File: src/rtl/arb_pkg.sv
package arb_pkg;

  typedef enum logic [2:0] {
    ST_IDLE   = 3'd0,
    ST_GRANT  = 3'd1,
    ST_OWNED  = 3'd2,
    ST_HOLD   = 3'd3,
    ST_FORCED = 3'd4
  } arb_state_e;

  localparam int unsigned SYNC_STAGES = 2;
  localparam int unsigned ASYNC_W     = 4;

  // bit positions of the synchronized input vector
  localparam int unsigned IDX_REQ  = 0;
  localparam int unsigned IDX_ACK  = 1;
  localparam int unsigned IDX_ERR  = 2;
  localparam int unsigned IDX_HALT = 3;

  function automatic logic f_grant(arb_state_e s);
    return (s == ST_GRANT);
  endfunction

  function automatic logic f_float(arb_state_e s);
    return (s == ST_OWNED) || (s == ST_FORCED) || (s == ST_HOLD);
  endfunction

  function automatic logic f_blocked(logic locked, logic first_rd);
    return locked && !first_rd;
  endfunction

  function automatic logic f_retry_req(logic req, logic err, logic halt);
    return req && err && halt;
  endfunction

endpackage

File: src/rtl/arb_sync.sv
module arb_sync #(
  parameter int unsigned W      = 4,
  parameter int unsigned STAGES = 2
) (
  input  logic         clk,
  input  logic         rst_n,
  input  logic [W-1:0] d_i,
  output logic [W-1:0] q_o
);
  generate
    if (STAGES <= 1) begin : g_single
      logic [W-1:0] stg;
      always_ff @(posedge clk or negedge rst_n) begin
        if (!rst_n) stg <= '0;
        else        stg <= d_i;
      end
      assign q_o = stg;
    end else begin : g_chain
      logic [STAGES-1:0][W-1:0] stg;
      always_ff @(posedge clk or negedge rst_n) begin
        if (!rst_n) stg <= '0;
        else        stg <= {stg[STAGES-2:0], d_i};
      end
      assign q_o = stg[STAGES-1];
    end
  endgenerate
endmodule

File: src/rtl/arb_lock_filter.sv
module arb_lock_filter
  import arb_pkg::*;
(
  input  logic locked_i,
  input  logic first_rd_i,
  input  logic req_s,
  input  logic err_s,
  input  logic halt_s,
  output logic blocked_o,
  output logic req_ok_o,
  output logic retry_req_o
);
  always_comb begin
    blocked_o   = f_blocked(locked_i, first_rd_i);
    req_ok_o    = req_s && !blocked_o;
    retry_req_o = f_retry_req(req_s, err_s, halt_s) && !blocked_o;
  end
endmodule

File: src/rtl/arb_fsm.sv
module arb_fsm
  import arb_pkg::*;
(
  input  logic       clk,
  input  logic       rst_n,
  input  logic       ack_s,
  input  logic       req_s,
  input  logic       req_ok,
  input  logic       retry_req,
  output arb_state_e state_o,
  output logic       grant_o,
  output logic       float_o,
  output logic       retry_o
);
  arb_state_e state_q, state_d;
  logic       retry_d;
  logic       grant_q, float_q, retry_q;

  always_comb begin
    state_d = state_q;
    retry_d = 1'b0;
    case (state_q)
      ST_IDLE: begin
        if (ack_s) begin
          state_d = ST_FORCED;
        end else if (req_ok) begin
          state_d = ST_GRANT;
          retry_d = retry_req;
        end
      end
      ST_GRANT: begin
        if (ack_s)       state_d = ST_OWNED;
        else if (!req_s) state_d = ST_IDLE;
      end
      ST_OWNED, ST_FORCED: begin
        if (!ack_s) state_d = ST_HOLD;
      end
      ST_HOLD: state_d = ST_IDLE;
      default: state_d = ST_IDLE;
    endcase
  end

  always_ff @(posedge clk or negedge rst_n) begin
    if (!rst_n) begin
      state_q <= ST_IDLE;
      grant_q <= 1'b0;
      float_q <= 1'b0;
      retry_q <= 1'b0;
    end else begin
      state_q <= state_d;
      grant_q <= f_grant(state_d);
      float_q <= f_float(state_d);
      retry_q <= retry_d;
    end
  end

  assign state_o = state_q;
  assign grant_o = grant_q;
  assign float_o = float_q;
  assign retry_o = retry_q;
endmodule

File: src/rtl/bus_arbiter_ctl.sv
module bus_arbiter_ctl
  import arb_pkg::*;
(
  input  logic clk,
  input  logic rst_n,
  input  logic bus_req_i,
  input  logic bus_ack_i,
  input  logic bus_err_i,
  input  logic halt_i,
  input  logic locked_i,
  input  logic first_rd_i,
  output logic grant_o,
  output logic bus_float_o,
  output logic retry_o
);
  logic [ASYNC_W-1:0] raw_in, sync_in;
  logic br_s, ack_s, err_s, halt_s;
  logic blocked, req_ok, retry_req;
  arb_state_e state_q;

  always_comb begin
    raw_in           = '0;
    raw_in[IDX_REQ]  = bus_req_i;
    raw_in[IDX_ACK]  = bus_ack_i;
    raw_in[IDX_ERR]  = bus_err_i;
    raw_in[IDX_HALT] = halt_i;
  end

  arb_sync #(.W(ASYNC_W), .STAGES(SYNC_STAGES)) u_sync (
    .clk(clk), .rst_n(rst_n), .d_i(raw_in), .q_o(sync_in)
  );

  assign br_s   = sync_in[IDX_REQ];
  assign ack_s  = sync_in[IDX_ACK];
  assign err_s  = sync_in[IDX_ERR];
  assign halt_s = sync_in[IDX_HALT];

  arb_lock_filter u_lock (
    .locked_i(locked_i), .first_rd_i(first_rd_i),
    .req_s(br_s), .err_s(err_s), .halt_s(halt_s),
    .blocked_o(blocked), .req_ok_o(req_ok), .retry_req_o(retry_req)
  );

  arb_fsm u_fsm (
    .clk(clk), .rst_n(rst_n),
    .ack_s(ack_s), .req_s(br_s), .req_ok(req_ok), .retry_req(retry_req),
    .state_o(state_q), .grant_o(grant_o), .float_o(bus_float_o),
    .retry_o(retry_o)
  );
endmodule

File: config.mk
export PLATFORM = sky130hd
export DESIGN_NAME = bus_arbiter_ctl
export DESIGN_NICKNAME = d
export VERILOG_FILES = /design/src/rtl/arb_pkg.sv /design/src/rtl/arb_sync.sv /design/src/rtl/arb_lock_filter.sv /design/src/rtl/arb_fsm.sv /design/src/rtl/bus_arbiter_ctl.sv
export SDC_FILE = /design/constraint.sdc
export NUM_CORES = 1
export LEC_CHECK = 0
export BUFFER_PORTS_ARGS = -buffer_cell sky130_fd_sc_hd__buf_4
export CAP_MARGIN = 20
export CORE_AREA = 5 5 42 44
export CTS_BUF_LIST = sky130_fd_sc_hd__clkbuf_16
export CTS_CLUSTER_DIAMETER = 30
export DETAILED_ROUTE_END_ITERATION = 6
export DIE_AREA = 0 0 47 49
export PLACE_DENSITY = 0.59
export SYNTH_ARGS = -nofsm -noshare
export SYNTH_HDL_FRONTEND = slang
export SYNTH_SLANG_ARGS = --single-unit
File: constraint.sdc
create_clock -name clk -period 1.2 [get_ports clk]
set_input_delay 0.06 -clock clk [delete_from_list [all_inputs] [get_ports clk]]
set_output_delay 0.06 -clock clk [all_outputs]
set_load 0.03 [all_outputs]
==> results of run 1 <==
cell families after synthesis:
group | count (synthesis) | share of synthesized area [%]
AND/OR/NAND/NOR | 13 | 14.8
buffers and inverters | 1 | 0.837
AO/OA/AOI/OAI | 5 | 6.14
flip-flops | 14 | 78.2
state kept, by name, summed over array words and instances (netlist names):
signal	count
u_fsm.float_o	1
u_fsm.grant_o	1
u_fsm.retry_o	1
u_fsm.state_o	3
u_sync.g_chain.stg	4
u_sync.q_o	4
report_power, final:
group          switching, mW  internal, mW  leakage [nW]
combinational          0.153         0.122         0.107
clock                  0.168         0.434        0.0370
sequential            0.0647         0.557         0.171
total                  0.386          1.11         0.315
cells in the final DEF, fill, tap and decap left out:
cell type,Yosys,routed
dfrtp_1,14,14
buf_4,0,10
nor2_1,5,5
dlygate4sd3_1,0,5
clkbuf_16,0,3
nand3_1,2,2
nor2b_1,2,2
o21ai_1,2,2
nand2b_1,1,1
inv_1,1,1
o21ai_0,1,1
nor3_1,1,1
nand2_1,1,1
a211oi_1,1,1
a21oi_1,1,1
nor3_2,1,1
metrics by stage:
step / cells / setup slack (ps) / cell area [sq um]
finish: 67 / 219 / 668
CTS: 67 / 222 / 668
global route: 67 / 171 / 668
detailed placement: 59 / 230 / 543
global placement: 59 / 263 / 543
floorplan: 33 / 302 / 448
layout make-up:
| type | count | area, sq um | area share (%) |
|---|---|---|---|
| multi-input cells | 18 | 93.8 | 14.0 |
| repair buffers | 15 | 125 | 18.7 |
| well taps | 16 | 20.0 | 3.00 |
| clock buffers | 3 | 75.1 | 11.2 |
| inverters | 1 | 3.75 | 0.562 |
| flip-flops and latches | 14 | 350 | 52.4 |
worst max-delay path, delay by kind of cell, from the launching register on:
family          cells  cell delay (ps)
flops               1              400
compound gates      2              290
simple gates        1              170
worst max path at each step:
stage / start / endpoint / slack, ps / cells past startpoint
5_1_grt: u_fsm.state_o[2] / u_fsm.state_o[1] / 170 / 3
3_3_place_gp: u_fsm.state_o[2] / u_fsm.state_o[1] / 260 / 3
4_1_cts: u_fsm.state_o[2] / u_fsm.state_o[1] / 220 / 3
3_5_place_dp: u_fsm.state_o[2] / u_fsm.state_o[1] / 230 / 3
2_1_floorplan: u_fsm.state_o[2] / u_fsm.state_o[1] / 300 / 3
6_report: u_fsm.state_o[1] / u_fsm.state_o[1] / 220 / 3
layer usage:
metal	vias up	GRT usage, %	part of all wire (%)
li1	148	-	-
met1	133	6.93	37
met2	9	12.4	55
met3	2	3.32	7.2
met4	0	6.91	0.59
met5	-	0	0
==> results.py, run 1 <==
metrics = {
    "global_routing": {
        "overflow": 0,
        "grt_use_total_pct": 7.80,
        "grt_pass1_vias": 310,
        "grt_pass1_wl_mm": 1.19,
        "grt_max_degree": 15,
        "grt_antenna_before_repair": 0,
    },
    "synthesis": {
        "synthTopCellsByArea": "dfrtp_1, nor2_1, nor2b_1, nand3_1, nor3_2",
        "ys_warn_count": 0,
        "ys_seq_area_share_pct": 78.2,
        "syn-cell-area_sq_um": 448,
        "netlist.top_cell.by_area": "dfrtp_1",
        "synth_edf_count": 0,
        "ys_seq_elements": 14,
        "synth_ff_type": "dfrtp_1",
        "ys_async_sr_fraction_pct": 100,
        "synth_cells": 33,
        "synth_top_area_share_pct": 78.2,
        "synth_common_cells": "dfrtp_1, nor2_1, nand3_1, nor2b_1, o21ai_1",
        "synth_cell_types": 13,
        "synth.most_common_cell": "dfrtp_1",
        "syn_avg_cell_area_sq_um": 13.6,
        "synth.net_count": 41,
    },
    "finish": {
        "final_layout_size_suffix_gt1_share_pct": 27.5,
        "n_antenna_cell": 0,
        "fin_nets": 61,
        "final_util_pct": 47.7,
        "area_delta_synth_final_pct": 49.2,
        "fill_cells": 126,
    },
    "route": {
        "post-route-drc-count": 0,
        "wl_per_cell_um": 10.2,
        "drt-initial-drc-count": 0,
        "first_pass_iters": 1,
        "ant_nets": 0,
        "viasPerCell": 4.36,
        "num_vias": 292,
        "routed_wl_um": 682,
    },
    "sta": {
        "hold_viol": 0,
        "rsz0062_at_grt": "no",
        "slew_viol_final": 0,
        "period_share_pct": 81.7,
        "max_slew_margin_pct": 84.9,
        "worst_slew_pin_slew_ps": 227,
        "whs_ps": 138,
        "setup-tns-final_ps": 0,
        "fin_crit_ps": 981,
        "setup_viol": 0,
        "max_freq_mhz": 1020,
        "fin_skew_ps": 4.66,
    },
    "worst_setup_path": {
        "reg2regPathDepth": 3,
        "worstReg2RegStart": "u_fsm.state_o[1]",
        "cp-start-kind": "flop",
        "crit_path_end_kind": "flop",
        "slowest_delay_ps": 400,
        "required_ps": 1310,
        "r2r-end": "u_fsm.state_o[1]",
        "crit_path_max_fanout": 4,
        "worstPathArrival_ps": 1090,
        "worst_path_max_delay_cell": "dfrtp_1",
        "crit_chain": "nor2b_1, a211oi_1, a21oi_1",
        "r2r_slack_ps": 220,
        "crit_type": "reg2reg",
    },
    "floorplan": {
        "rows": 14,
        "die_h_um": 49,
        "die_x_um": 47,
        "die_area_sq_mm": 0.00230,
        "ios": 11,
        "core_sq_mm": 0.00140,
        "start_util_pct": 32.0,
    },
    "power": {
        "p_leak_nw": 0.315,
        "powerDensity_mw_per_mm2": 2240,
        "power_mw": 1.50,
        "ir_worst_vdd_uv": 772,
    },
    "place": {
        "gp_congestion": 0.599,
        "place.port_buffers": 10,
    },
    "cts": {
        "ctsHoldBuffers": 5,
        "cts-root-buf": "clkbuf_16",
        "clk-insertion-delay-late_ps": 240,
        "htree_levels": 1,
        "post_cts_buffers": 0,
        "clkTransAtPathRegs_ps": 40,
        "cts_resized": 0,
        "tritoncts": "done",
        "cts.path.max_buffers": 2,
        "cts_sinks": 14,
        "cts_made_buffers": 3,
    },
    "run": {
        "max-cap-violations": 0,
    },
    "hold_path": {
        "hp-start": "locked_i",
        "hold_depth": 4,
        "hold_path_end": "u_fsm.retry_o",
        "hold_path_class": "in2reg",
    },
    "run_status": {
        "run_status": "finished clean",
    },
}
Power figures use the tool's default switching activity.
==> run 2: changes to the inputs <==
PLACE_DENSITY = 0.61   (was 0.59)
clock period = 0.9 ns   (was 1.2 ns; I/O delays follow)
==> results.py, run 2 (synthesis results as in run 1) <==
metrics = {
    "worst_setup_path": {
        "required_ps": 1010,
        "crit_path_end_kind": "flop",
        "worstPathArrival_ps": 1040,
        "critical_path_buf_inv_count": 0,
        "crit_path_max_fanout": 3,
        "crit_type": "reg2reg",
        "slowest_delay_ps": 400,
        "cp-start-kind": "flop",
        "worst_path_max_delay_cell": "dfrtp_1",
        "crit_chain": "nor2b_4, a211oi_2, a21oi_2",
        "cp_top_family": "flip-flops",
    },
    "global_routing": {
        "grt_max_degree": 15,
        "grt_use_total_pct": 8.82,
        "grt_antenna_before_repair": 0,
        "overflow": 0,
        "grt_pass1_wl_mm": 1.41,
        "grt_pass1_vias": 344,
    },
    "floorplan": {
        "core_sq_mm": 0.00140,
        "die_h_um": 49,
        "start_util_pct": 32.0,
        "die_x_um": 47,
        "die_area_sq_mm": 0.00230,
        "ios": 11,
        "rows": 14,
    },
    "run": {
        "max-cap-violations": 0,
    },
    "route": {
        "routed_wl_um": 768,
        "num_vias": 326,
        "first_pass_iters": 4,
        "wl_per_cell_um": 11.1,
        "ant_nets": 0,
        "post-route-drc-count": 0,
        "viasPerCell": 4.72,
        "drt-initial-drc-count": 8,
    },
    "place": {
        "place.port_buffers": 10,
        "dp_hpwl_um": 446,
        "gp_congestion": 0.656,
        "post_dp_cell_area_sq_um": 543,
    },
    "power": {
        "powerDensity_mw_per_mm2": 3050,
        "p_leak_nw": 0.332,
        "ir_worst_vdd_uv": 1810,
    },
    "finish": {
        "layout_commonest_cell": "dfrtp_1",
        "fill_cells": 127,
        "final_layout_size_suffix_gt1_share_pct": 41.5,
        "fin_nets": 62,
        "area_delta_synth_final_pct": 59.8,
        "n_antenna_cell": 0,
        "layout_common_cells": "dfrtp_1, buf_4, dlygate4sd3_1, nor2_1",
        "final_cell_area_sq_um": 716,
    },
    "run_status": {
        "violations": "negative setup slack",
        "run_status": "complete, but fails checks",
    },
    "sta": {
        "setup_viol": 2,
        "slew_viol_final": 0,
        "max_freq_mhz": 1080,
        "hold_viol": 0,
        "worst_slew_pin_slew_ps": 267,
        "fin_crit_ps": 925,
        "setup_slack_ps": -24.9,
        "max_slew_margin_pct": 82.2,
        "fin_skew_ps": 2.53,
        "period_share_pct": 103,
        "whs_ps": 136,
        "rsz0062_at_grt": "yes",
    },
    "cts": {
        "clkTransAtPathRegs_ps": 40,
        "cts_made_buffers": 3,
        "tritoncts": "done",
        "htree_levels": 1,
        "cts.path.max_buffers": 2,
        "cts-root-buf": "clkbuf_16",
        "cts_sinks": 14,
        "clk-insertion-delay-late_ps": 240,
    },
    "hold_path": {
        "hold_path_class": "in2reg",
    },
}
## run 2: tightest hold or removal path: cells and delay by family
kind / cells / cell delay [ps]
buffers and inverters: 1 / 80
and+or+nand+nor: 3 / 210
## run 2: metal layers
layer	vias to the layer above	global-route usage (%)	routed length, um
met5	-	0	0
met4	0	5.99	19
met3	2	5.17	82
met2	19	12.9	395
met1	156	9.09	271
li1	149	-	-
## run 2: layout make-up
cell class	count	area (sq um)	area share (%)
Clock buffer	3	75.1	10.5
Timing Repair Buffer	16	136	19.1
Multi-Input combinational cell	18	125	17.5
Clock inverter	1	3.75	0.524
Inverter	1	3.75	0.524
Sequential cell	14	352	49.1
Tap cell	16	20.0	2.80
## run 2: power by group
group | total, mW | internal (mW) | switching (mW)
logic | 0.501 | 0.254 | 0.248
registers | 0.865 | 0.747 | 0.118
clock network | 0.819 | 0.585 | 0.234
## run 2: path summary, 6_finish.rpt
check | startpoint | end | slack, ps | cells past startpoint
setup / recovery | u_fsm.state_o[2] | u_fsm.state_o[1] | -20 | 3
setup reg to reg | u_fsm.state_o[2] | u_fsm.state_o[1] | -20 | 3
hold / removal | locked_i | u_fsm.retry_o | 140 | 4
max in group asynchronous | rst_n | u_fsm.state_o[1] | 540 | 2
hold reg to reg | u_sync.g_chain.stg[0] | u_sync.q_o[0] | 340 | 0
min in group asynchronous | rst_n | u_sync.g_chain.stg[3] | 180 | 2
## run 2: per-stage QoR
stage          setup TNS [ps]  utilization, %  power [mW]  instances  setup slack (ps)
4_1_cts                 -40.1            49.6        2.12         69             -35.6
3_3_place_gp            -69.7            38.8        1.18         59             -51.3
6_report                -31.7            51.1        2.19         69             -24.9
2_1_floorplan               0               -        1.06         33              2.10
5_1_grt                  -371            51.1        2.32         69             -95.6
3_5_place_dp            -97.8            38.8        1.19         59             -65.4
## run 2: repair_timing
action	4_1_cts	5_1_grt
buffers inserted	1	0
hold endpoints to repair	18	0
resized for setup	4	7
setup endpoints to repair	3	5
pin swaps	4	4
hold buffers	5	0
